===== config.mk =====
export PLATFORM = sky130hd
export DESIGN_NAME = adc_soc_sequencer
export DESIGN_NICKNAME = d
export VERILOG_FILES = /design/src/rtl/adc_soc_pkg.sv /design/src/rtl/soc_trig_router.sv /design/src/rtl/soc_oneshot_gate.sv /design/src/rtl/soc_pending_bank.sv /design/src/rtl/soc_arbiter.sv /design/src/rtl/adc_soc_sequencer.sv
export SDC_FILE = /design/constraint.sdc
export NUM_CORES = 1
export LEC_CHECK = 0
export CAP_MARGIN = 10
export CORE_MARGIN = 1
export CORE_UTILIZATION = 45
export CTS_CLUSTER_SIZE = 10
export DETAILED_ROUTE_END_ITERATION = 12
export PLACE_DENSITY = 0.84
export SYNTH_ARGS = -nofsm -noshare
export SYNTH_HDL_FRONTEND = slang
export SYNTH_SLANG_ARGS = --single-unit

===== constraint.sdc =====
create_clock -name clk -period 7.2 [get_ports clk]
set_input_delay 1.44 -clock clk [delete_from_list [all_inputs] [get_ports clk]]
set_output_delay 1.44 -clock clk [all_outputs]
set_load 0.05 [all_outputs]

===== src/rtl/adc_soc_pkg.sv =====
package adc_soc_pkg;
  parameter int SOC_SLOTS  = 16;
  parameter int SEL_W      = 5;
  parameter int CHAN_W     = 4;
  parameter int NUM_TIMERS = 3;
  parameter int NUM_PWM    = 9;
  parameter int NUM_FB     = 2;

  localparam int SLOT_W    = $clog2(SOC_SLOTS);
  localparam int PRIO_W    = SLOT_W + 1;
  localparam int SRC_TMR0  = 1;
  localparam int SRC_EXT   = SRC_TMR0 + NUM_TIMERS;
  localparam int SRC_PWM0  = SRC_EXT + 1;
  localparam int SRC_FB0   = SRC_PWM0 + 2 * NUM_PWM;
  localparam int NUM_SRC   = SRC_FB0 + NUM_FB;
  localparam int SRC_VEC_W = 1 << SEL_W;

  typedef logic [SLOT_W-1:0]    slot_t;
  typedef logic [SOC_SLOTS-1:0] slot_vec_t;
  typedef logic [PRIO_W-1:0]    prio_t;
  typedef logic [CHAN_W-1:0]    chan_t;

  typedef struct packed {
    logic  valid;
    slot_t slot;
    logic  wheel;
  } pick_t;

  function automatic logic in_wheel(slot_t s, prio_t split);
    return {1'b0, s} >= split;
  endfunction

  // one step along the wheel: up by one, fold to the first wheel slot
  function automatic slot_t wheel_adv(slot_t p, prio_t split);
    prio_t x;
    x = {1'b0, p} + prio_t'(1);
    if (x > prio_t'(SOC_SLOTS - 1) || x < split) x = split;
    return x[SLOT_W-1:0];
  endfunction

  function automatic slot_t oneshot_target(slot_t p, prio_t split, slot_vec_t simul);
    slot_t t;
    t = wheel_adv(p, split);
    if (simul[p]) t = wheel_adv(t, split);
    return t;
  endfunction

  function automatic pick_t prio_pick(slot_vec_t pend, prio_t split);
    pick_t r;
    r = '0;
    for (int i = SOC_SLOTS - 1; i >= 0; i--) begin
      if (pend[i] && !in_wheel(slot_t'(i), split)) begin
        r.valid = 1'b1;
        r.slot  = slot_t'(i);
      end
    end
    return r;
  endfunction

  function automatic pick_t rr_pick(slot_vec_t pend, prio_t split, slot_t p);
    pick_t r;
    slot_t idx;
    r = '0;
    for (int i = SOC_SLOTS; i >= 1; i--) begin
      idx = slot_t'(int'(p) + i);
      if (pend[idx] && in_wheel(idx, split)) begin
        r.valid = 1'b1;
        r.slot  = idx;
        r.wheel = 1'b1;
      end
    end
    return r;
  endfunction

  function automatic chan_t chan_out(chan_t field, logic simul);
    return simul ? {1'b0, field[CHAN_W-2:0]} : field;
  endfunction
endpackage


===== src/rtl/soc_trig_router.sv =====
module soc_trig_router
  import adc_soc_pkg::*;
(
  input  logic [SOC_SLOTS*SEL_W-1:0] cfg_trig_sel,
  input  slot_vec_t                  sw_force,
  input  logic [NUM_TIMERS-1:0]      timer_evt,
  input  logic                       ext_trig,
  input  logic [NUM_PWM-1:0]         pwm_soca,
  input  logic [NUM_PWM-1:0]         pwm_socb,
  input  logic [NUM_FB-1:0]          irq_fb,
  output slot_vec_t                  trig_vec
);
  logic [SRC_VEC_W-1:0] src_vec;

  always_comb begin
    src_vec = '0;
    src_vec[SRC_TMR0 +: NUM_TIMERS] = timer_evt;
    src_vec[SRC_EXT] = ext_trig;
    for (int k = 0; k < NUM_PWM; k++) begin
      src_vec[SRC_PWM0 + 2*k]     = pwm_soca[k];
      src_vec[SRC_PWM0 + 2*k + 1] = pwm_socb[k];
    end
    src_vec[SRC_FB0 +: NUM_FB] = irq_fb;
  end

  for (genvar s = 0; s < SOC_SLOTS; s++) begin : g_slot
    logic [SEL_W-1:0] sel;
    assign sel         = cfg_trig_sel[s*SEL_W +: SEL_W];
    assign trig_vec[s] = sw_force[s] | src_vec[sel];
  end
endmodule


===== src/rtl/soc_oneshot_gate.sv =====
module soc_oneshot_gate
  import adc_soc_pkg::*;
(
  input  logic      oneshot_en,
  input  prio_t     prio_split,
  input  slot_t     rr_ptr,
  input  slot_vec_t cfg_simul,
  output slot_t     target,
  output slot_vec_t elig_vec
);
  assign target = oneshot_target(rr_ptr, prio_split, cfg_simul);

  for (genvar s = 0; s < SOC_SLOTS; s++) begin : g_elig
    assign elig_vec[s] = !oneshot_en || !in_wheel(slot_t'(s), prio_split) ||
                         (target == slot_t'(s));
  end
endmodule


===== src/rtl/soc_pending_bank.sv =====
module soc_pending_bank
  import adc_soc_pkg::*;
(
  input  logic      clk,
  input  logic      rst_n,
  input  slot_vec_t trig_vec,
  input  slot_vec_t elig_vec,
  input  slot_vec_t grant_clr,
  output slot_vec_t pending_q,
  output slot_vec_t overflow_q,
  output slot_vec_t accept_vec
);
  slot_vec_t kept, ovf_set, pend_d;

  always_comb begin
    kept       = pending_q & ~grant_clr;
    accept_vec = trig_vec & elig_vec;
    ovf_set    = accept_vec & kept;
    pend_d     = kept | accept_vec;
  end

  always_ff @(posedge clk or negedge rst_n) begin
    if (!rst_n) begin
      pending_q  <= '0;
      overflow_q <= '0;
    end else begin
      pending_q  <= pend_d;
      overflow_q <= overflow_q | ovf_set;
    end
  end
endmodule


===== src/rtl/soc_arbiter.sv =====
module soc_arbiter
  import adc_soc_pkg::*;
(
  input  slot_vec_t pending,
  input  prio_t     prio_split,
  input  slot_t     rr_ptr,
  output pick_t     pick
);
  pick_t hp, rr;
  assign hp   = prio_pick(pending, prio_split);
  assign rr   = rr_pick(pending, prio_split, rr_ptr);
  assign pick = hp.valid ? hp : rr;
endmodule


===== src/rtl/adc_soc_sequencer.sv =====
module adc_soc_sequencer
  import adc_soc_pkg::*;
(
  input  logic                        clk,
  input  logic                        rst_n,
  input  logic                        oneshot_en,
  input  logic [PRIO_W-1:0]           prio_split,
  input  logic [SOC_SLOTS*SEL_W-1:0]  cfg_trig_sel,
  input  logic [SOC_SLOTS*CHAN_W-1:0] cfg_chan,
  input  logic [SOC_SLOTS-1:0]        cfg_simul,
  input  logic [SOC_SLOTS-1:0]        sw_force,
  input  logic [NUM_TIMERS-1:0]       timer_evt,
  input  logic                        ext_trig,
  input  logic [NUM_PWM-1:0]          pwm_soca,
  input  logic [NUM_PWM-1:0]          pwm_socb,
  input  logic [NUM_FB-1:0]           irq_fb,
  input  logic                        conv_done,
  output logic                        start_strobe,
  output logic [SLOT_W-1:0]           grant_slot,
  output logic [CHAN_W-1:0]           grant_chan,
  output logic                        grant_simul,
  output logic [SOC_SLOTS-1:0]        pending,
  output logic [SOC_SLOTS-1:0]        overflow,
  output logic [SLOT_W-1:0]           rr_ptr
);
  slot_vec_t trig_vec, elig_vec, accept_vec, grant_clr;
  slot_t     target;
  pick_t     pick;
  logic      busy_q, grant_fire;
  chan_t     pick_field;

  soc_trig_router u_router (
    .cfg_trig_sel (cfg_trig_sel),
    .sw_force     (sw_force),
    .timer_evt    (timer_evt),
    .ext_trig     (ext_trig),
    .pwm_soca     (pwm_soca),
    .pwm_socb     (pwm_socb),
    .irq_fb       (irq_fb),
    .trig_vec     (trig_vec)
  );

  soc_oneshot_gate u_gate (
    .oneshot_en (oneshot_en),
    .prio_split (prio_split),
    .rr_ptr     (rr_ptr),
    .cfg_simul  (cfg_simul),
    .target     (target),
    .elig_vec   (elig_vec)
  );

  soc_pending_bank u_bank (
    .clk        (clk),
    .rst_n      (rst_n),
    .trig_vec   (trig_vec),
    .elig_vec   (elig_vec),
    .grant_clr  (grant_clr),
    .pending_q  (pending),
    .overflow_q (overflow),
    .accept_vec (accept_vec)
  );

  soc_arbiter u_arb (
    .pending    (pending),
    .prio_split (prio_split),
    .rr_ptr     (rr_ptr),
    .pick       (pick)
  );

  assign grant_fire = !busy_q && pick.valid;
  assign grant_clr  = grant_fire ? (slot_vec_t'(1) << pick.slot) : '0;
  assign pick_field = cfg_chan[pick.slot*CHAN_W +: CHAN_W];

  always_ff @(posedge clk or negedge rst_n) begin
    if (!rst_n) begin
      busy_q       <= 1'b0;
      start_strobe <= 1'b0;
      grant_slot   <= '0;
      grant_chan   <= '0;
      grant_simul  <= 1'b0;
      rr_ptr       <= slot_t'(SOC_SLOTS - 1);
    end else begin
      start_strobe <= grant_fire;
      if (grant_fire) begin
        busy_q      <= 1'b1;
        grant_slot  <= pick.slot;
        grant_chan  <= chan_out(pick_field, cfg_simul[pick.slot]);
        grant_simul <= cfg_simul[pick.slot];
        if (pick.wheel) rr_ptr <= pick.slot;
      end else if (conv_done) begin
        busy_q <= 1'b0;
      end
    end
  end
endmodule


## After elaboration in Yosys (flattened, before gate mapping)

Cells that the tools add are included.

| storage, ports and cells | value |
|---|---|
| register bits after elaboration | 47 |
| input bits | 209 |
| output and inout bits | 46 |
| logic and storage cells | 331 |

| operators by class | value |
|---|---|
| add/subtract/negate cells | 18 |
| magnitude comparators | 70 |
| equality and inequality tests | 15 |
| shifts and indexed selects | 2 |
| mux-type cells | 108 |
| bitwise operators | 22 |
| reductions and logical operators | 88 |

Operator list:

| cell | number |
|---|---|
| 2-to-1 mux 6 bit | 17 |
| less-than comparator 5 x 6 -> 1 bit (second input constant) | 16 |
| less-than comparator 4 x 5 -> 1 bit (second input constant) | 18 |
| binary-select mux 1 bit (select 5 bit) | 16 |
| >= comparator 4 x 5 -> 1 bit | 16 |
| 2-to-1 mux 5 bit | 16 |
| binary-select mux 1 bit (select 4 bit) | 18 |
| variable part select 64 x 7 -> 4 bit | 1 |
| AND 16 bit | 3 |
| >= comparator 4 x 5 -> 1 bit (first input constant) | 8 |
| 2-to-1 mux 1 bit | 36 |
| logical OR 1 bit | 34 |
| logical AND 1 bit | 33 |
| adder 4 bit (second input constant) | 8 |
| == test 4 bit (second input constant) | 8 |
| OR 16 bit | 2 |
| >= comparator 3 x 5 -> 1 bit (first input constant) | 4 |
| logical NOT 1 bit | 18 |
| adder 4 x 3 -> 4 bit (second input constant) | 4 |
| == test 4 x 3 -> 1 bit (second input constant) | 4 |
| 2-to-1 mux 16 bit | 1 |
| 2-to-1 mux 4 bit | 4 |
| inverter 16 bit | 1 |
| OR 1 bit | 16 |
| 13 further kinds | 21 |

## Depth between registers and ports, before layout

| logic depth | value |
|---|---|
| depth in word-level cells | 27 |
| gate-level depth with buffers | 27 |
| mapped depth without buffers | 23 |

## Cells and area by module

From an unflattened synthesis, not the netlist that was laid out.

| second synthesis, totals | value |
|---|---|
| cell total of the unflattened synthesis | 1,191 |
| area, all modules | 10,832.9 um2 |

By module, submodules not included:

| module | instances | cells each | area an instance (um2) | sequential area each (um2) |
|---|---|---|---|---|
| soc_trig_router | 1 | 403 | 3,743.6 | 0.0 |
| soc_arbiter | 1 | 410 | 3,300.7 | 0.0 |
| soc_pending_bank | 1 | 112 | 1,381.3 | 800.8 |
| adc_soc_sequencer | 1 | 117 | 1,343.8 | 380.4 |
| soc_oneshot_gate | 1 | 149 | 1,063.5 | 0.0 |

## Least setup slack after synthesis

OpenSTA, ideal clock, no wires.

| timing | value |
|---|---|
| path type | in2reg |
| from | in prio_split[1] |
| to | reg u_bank.overflow_q[5] |
| setup time | 79 ps |
| arrival time | 6,367 ps |
| data required time | 7,121 ps |
| slack | 754 ps |
| cell stages on the path | 24 |
| buffers on the path | 2 |
| cells stage by stage | clkbuf_1 -> clkbuf_1 -> inv_1 -> ha_1 -> nor2b_1 -> o21a_1 -> o21a_1 -> o21a_1 -> o21ai_1 -> mux2i_1 -> inv_1 -> ha_1 -> o211a_1 -> or2_2 -> ha_1 -> o21a_1 -> o31ai_1 -> a21oi_1 -> nand2_1 -> o311a_1 -> or3b_2 -> o2111ai_1 -> o21ai_0 -> o21bai_1 |

| on the way | value |
|---|---|
| cells in the longest elaborated chain, start to end | 26 |
| elaborated cells between the ends (all ways) | 133 |
| classes of those cells | 1 x add/sub; 35 x order compare; 1 x eq/ne; 1 x shift; 37 x mux; 5 x bitwise; 53 x reduce/logical |

RTL lines:

| element | RTL line | RTL |
|---|---|---|
| start, declared | adc_soc_sequencer.sv:7 | `input logic [PRIO_W-1:0] prio_split,` |
| >= comparator 4 x 5 -> 1 bit | adc_soc_pkg.sv:30 | `return {1'b0, s} >= split;` |
| logical NOT 1 bit | adc_soc_pkg.sv:52 | `if (pend[i] && !in_wheel(slot_t'(i), split)) begin` |
| logical AND 1 bit | adc_soc_pkg.sv:52 |  |
| 2-to-1 mux 5 bit (16 in a row) | adc_soc_pkg.sv:52 |  |
| 2-to-1 mux 6 bit | soc_arbiter.sv:12 | `assign pick = hp.valid ? hp : rr;` |
| left shift 1 x 4 -> 16 bit or logical AND 1 bit (tied branches) | adc_soc_sequencer.sv:71, adc_soc_sequencer.sv:70 |  |
| 2-to-1 mux 16 bit | adc_soc_sequencer.sv:71 | `assign grant_clr = grant_fire ? (slot_vec_t'(1) << pick.slot) : '0;` |
| inverter 16 bit | soc_pending_bank.sv:16 | `kept = pending_q & ~grant_clr;` |
| AND 16 bit | soc_pending_bank.sv:16 |  |
| AND 16 bit (*) | soc_pending_bank.sv:18 | `ovf_set = accept_vec & kept;` |
| OR 16 bit (*) | soc_pending_bank.sv:28 | `overflow_q <= overflow_q \| ovf_set;` |
| end signal, assigned | soc_pending_bank.sv:28 |  |
| end, declared | soc_pending_bank.sv:10 | `output slot_vec_t overflow_q,` |

Every way passes the cells marked *; elsewhere a longest branch is shown, timed or not.
A chain may end at the register's enable or synchronous reset.

## Final worst setup path

Same ends and word-level chain as after synthesis.

==> flow_metrics.env <==
export IMPL_outcome="completed"
export IMPL_route_top_layer_used="met4"
export IMPL_crit_fanout=7
export IMPL_final_common_cell="clkdlybuf4s50_1"
export IMPL_netlist_instances=1256
export IMPL_clock_sinks=47
export IMPL_tns_ns=0
export IMPL_wl_met1_um=16000
export IMPL_crit_type="input pin to flip-flop"
export IMPL_tightest_slew_ns=1.04
export IMPL_drive_gt1_share_pct=16.9
export IMPL_start_kind="input pin"
export IMPL_rsz0062_at_grt="no"
export IMPL_finalWirelength_um=43100
export IMPL_finalCritPeriodShare_pct=89.9
export IMPL_min_from="u_bank.overflow_q[2]"
export IMPL_syn_area_mm2=0.0109
export IMPL_muxShareOfSynthArea_pct=37.2
export IMPL_grt_overflow_total=0
export IMPL_clk_pin_slew_ns=0.06
export IMPL_setup_violations=0
export IMPL_wl_met3_um=5250
export IMPL_final_period_minus_worst_setup_slack_ns=6.47
export IMPL_drtAntennaViolNets=0
export IMPL_synth_top_area_cell="mux4_2"
export IMPL_synth_fa_ha_area_share_pct=5.27
export IMPL_yosysWarnings=0
export IMPL_final_cell_area_mm2=0.0138
export IMPL_synth_top_cell_area_share_pct=23.1
export IMPL_syn_num_nets=1511
export IMPL_crit_required_ns=7.41
export IMPL_coreArea_mm2=0.0236
export IMPL_htreeDepth=2
export IMPL_io_pins=255
export IMPL_worst_path_buf_inv=4
export IMPL_path_depth=24
export IMPL_ctsResizeCount=0
export IMPL_synth_simple_gate_area_share_pct=16.7
export IMPL_grtUsageTotal_pct=33.9
export IMPL_syn_area_per_cell_um2=8.70
export IMPL_dr_pass1_iters=7
export IMPL_max_stage_delay_ns=0.52
export IMPL_hp_class="flip-flop to flip-flop"
export IMPL_leakage_uw=0.00509
export IMPL_slew_headroom_pct=30.4
export IMPL_synth_compound_area_share_pct=22.3
export IMPL_cts_buffer_depth=2
export IMPL_clock_skew_ns=0.00603
export IMPL_synth_ff_type="dfrtp_1"
export IMPL_path_common_cell="o21a_1"
export IMPL_r2r_start="rr_ptr[0]"
export IMPL_synth_seq_cells=47
export IMPL_cp_end_kind="flip-flop"
export IMPL_numCtsBuffers=5
export IMPL_place_area_mm2=0.0136
export IMPL_reg2regPathDepth=24
export IMPL_maxCapViolations=0
export IMPL_power_density_mw_per_mm2=112
export IMPL_synth_edf_count=0
export IMPL_antenna_found_initial=2
export IMPL_post_route_drc_count=0
export IMPL_peakVddDrop_uv=108
export IMPL_grt_max_degree=48
export IMPL_synth_top_cells_by_area="mux4_2 (23%), dfrtp_1 (9.8%), mux2i_1 (7.9%)"
export IMPL_layout_setup_ws_ns=0.726
export IMPL_clk_latency_ns=0.29
export IMPL_drtIter0Drc=1961
export IMPL_post_cts_buffers=0
export IMPL_min_path_cells=1
export IMPL_clock_root_buffer="clkbuf_16"
export IMPL_async_flop_share_pct=100
export IMPL_postCtsHoldBufs=0
export IMPL_grt_pass1_wl_um=64500
export IMPL_place_congestion=1.01
export IMPL_hold_viol=0
export IMPL_io_buffers=254
export IMPL_worst_path_max_delay_cell="or3b_2"
export IMPL_synth_xor_area_share_pct=0.962
export IMPL_hpwl_um=32700
export IMPL_grt_pass1_vias=11500
export IMPL_layout_common_cells="clkdlybuf4s50_1 (253), nand2_1 (130), mux4_2 (112)"
export IMPL_via_per_inst=6.84
export IMPL_die_h_um=158
export IMPL_met2_length_um=19600
export IMPL_syn_to_final_growth_pct=25.9
export IMPL_path_cells="clkdlybuf4s50_1 -> inv_1 -> ha_1 -> nor2b_1 -> o21a_1 -> o21a_1 -> o21a_1 -> o21ai_1 -> buf_4 -> mux2i_1 -> inv_1 -> ha_1 -> a211oi_1 -> or2_2 -> ha_1 -> o21a_1 -> o31ai_1 -> a21oi_1 -> nand2_1 -> o311a_1 -> or3b_2 -> o2111ai_1 -> o21ai_0 -> o21bai_1"
export IMPL_die_area_mm2=0.0249
export IMPL_hold_end="u_bank.overflow_q[2]"
export IMPL_yosysSeqAreaShare_pct=10.8
export IMPL_wl_per_cell_um=24.4
export IMPL_critPathArrivalTime_ns=6.68
export IMPL_cts_tree="yes"
export IMPL_path_delay_family="compound AO/OA/AOI/OAI gates"
export IMPL_finalMaxSlewViolations=0
export IMPL_initial_utilization_pct=46.3
export IMPL_fin_nets=1696
export IMPL_r2r_end="u_bank.overflow_q[5]"
export IMPL_synth_top_family_by_area="multiplexers"
export IMPL_vias=12100
export IMPL_dp_slack_ns=0.535
export IMPL_r2r_setup_slack_ns=0.91
export IMPL_timing_hold_ws_ns=0.459
export IMPL_fmax_mhz=154
export IMPL_die_w_um=158
export IMPL_yosys_cell_types_count=92
export IMPL_row_count=56
-- report_power, final --
part | internal (uW) | switching, uW | total [uW]
combinational | 448 | 541 | 988
sequential | 291 | 21.5 | 313
clock | 148 | 94.5 | 242
-- per-stage QoR --
step | cells | util, % | total power [uW]
after floorplan | 1256 | - | 940
after global placement | 1753 | 57.6 | 1260
after detailed placement | 1753 | 57.6 | 1280
after CTS | 1761 | 58.2 | 1520
after global routing | 1762 | 58.2 | 1610
final | 1763 | 58.3 | 1540
-- cell usage after synthesis, drive strengths merged (5+ instances only) --
cell type and instances:
nand2 130, mux4 112, nor2 94, mux2i 86
clkbuf 76, o21ai 74, a21oi 63, mux2 60
inv 53, ha 46, dfrtp 43, buf 34
a31oi 27, nand2b 27, nor2b 27, nand3 25
nor3 18, o211ai 17, o21bai 16, o32ai 15
a22oi 14, a21o 13, or2 12, o21a 10
nand4 9, o22ai 9, o31ai 9, o2111ai 8
o2bb2ai 8, a211oi 7, and2 6, o31a 6
xnor2 6, a2111oi 5, a311oi 5, nor4 5
nor4b 5
-- final cells by class --
type                       count  area, um^2
inverter                      56         210
clock buffer                   8         156
tap                          319         399
multi-input combinational   1043        9010
sequential                    47        1180
fill                        2003        9860
timing repair buffer         288        2790
antenna                        2        5.00
-- cell families (layout without fill, tap and decap cells) --
group / after synthesis / count (layout)
and+or+nand+nor: 378 / 378
AOI/OAI and AO/OA: 352 / 352
muxes: 258 / 258
buffers and inverters: 166 / 352
DFF: 47 / 47
adders and majority gates: 46 / 46
xor gates and xnor gates: 9 / 9
other: 0 / 2
-- metal layers --
metal / vias up / global-route usage (%)
li1: 5239 / -
met1: 5636 / 44.1
met2: 973 / 53.1
met3: 210 / 6.41
met4: 0 / 18.0
met5: - / 0
-- state kept, by name, indices dropped and copies added (netlist names) --
signal and cells:
grant_chan 4, busy_q 1, u_bank.pending_q 16, rr_ptr 4
grant_simul 1, grant_slot 4, start_strobe 1, u_bank.overflow_q 16
-- worst max-delay path by stage --
| stage | start | endpoint | slack, ns |
|---|---|---|---|
| 2_1_floorplan | prio_split[1] | u_bank.overflow_q[5] | 0.75 |
| 3_3_place_gp | prio_split[1] | u_bank.overflow_q[5] | 0.69 |
| 3_5_place_dp | prio_split[1] | u_bank.overflow_q[5] | 0.54 |
| 4_1_cts | prio_split[1] | u_bank.overflow_q[5] | 0.79 |
| 5_1_grt | prio_split[1] | u_bank.overflow_q[5] | 0.40 |
| 6_report | prio_split[1] | u_bank.overflow_q[5] | 0.73 |
(Power assumes the default switching activity.)
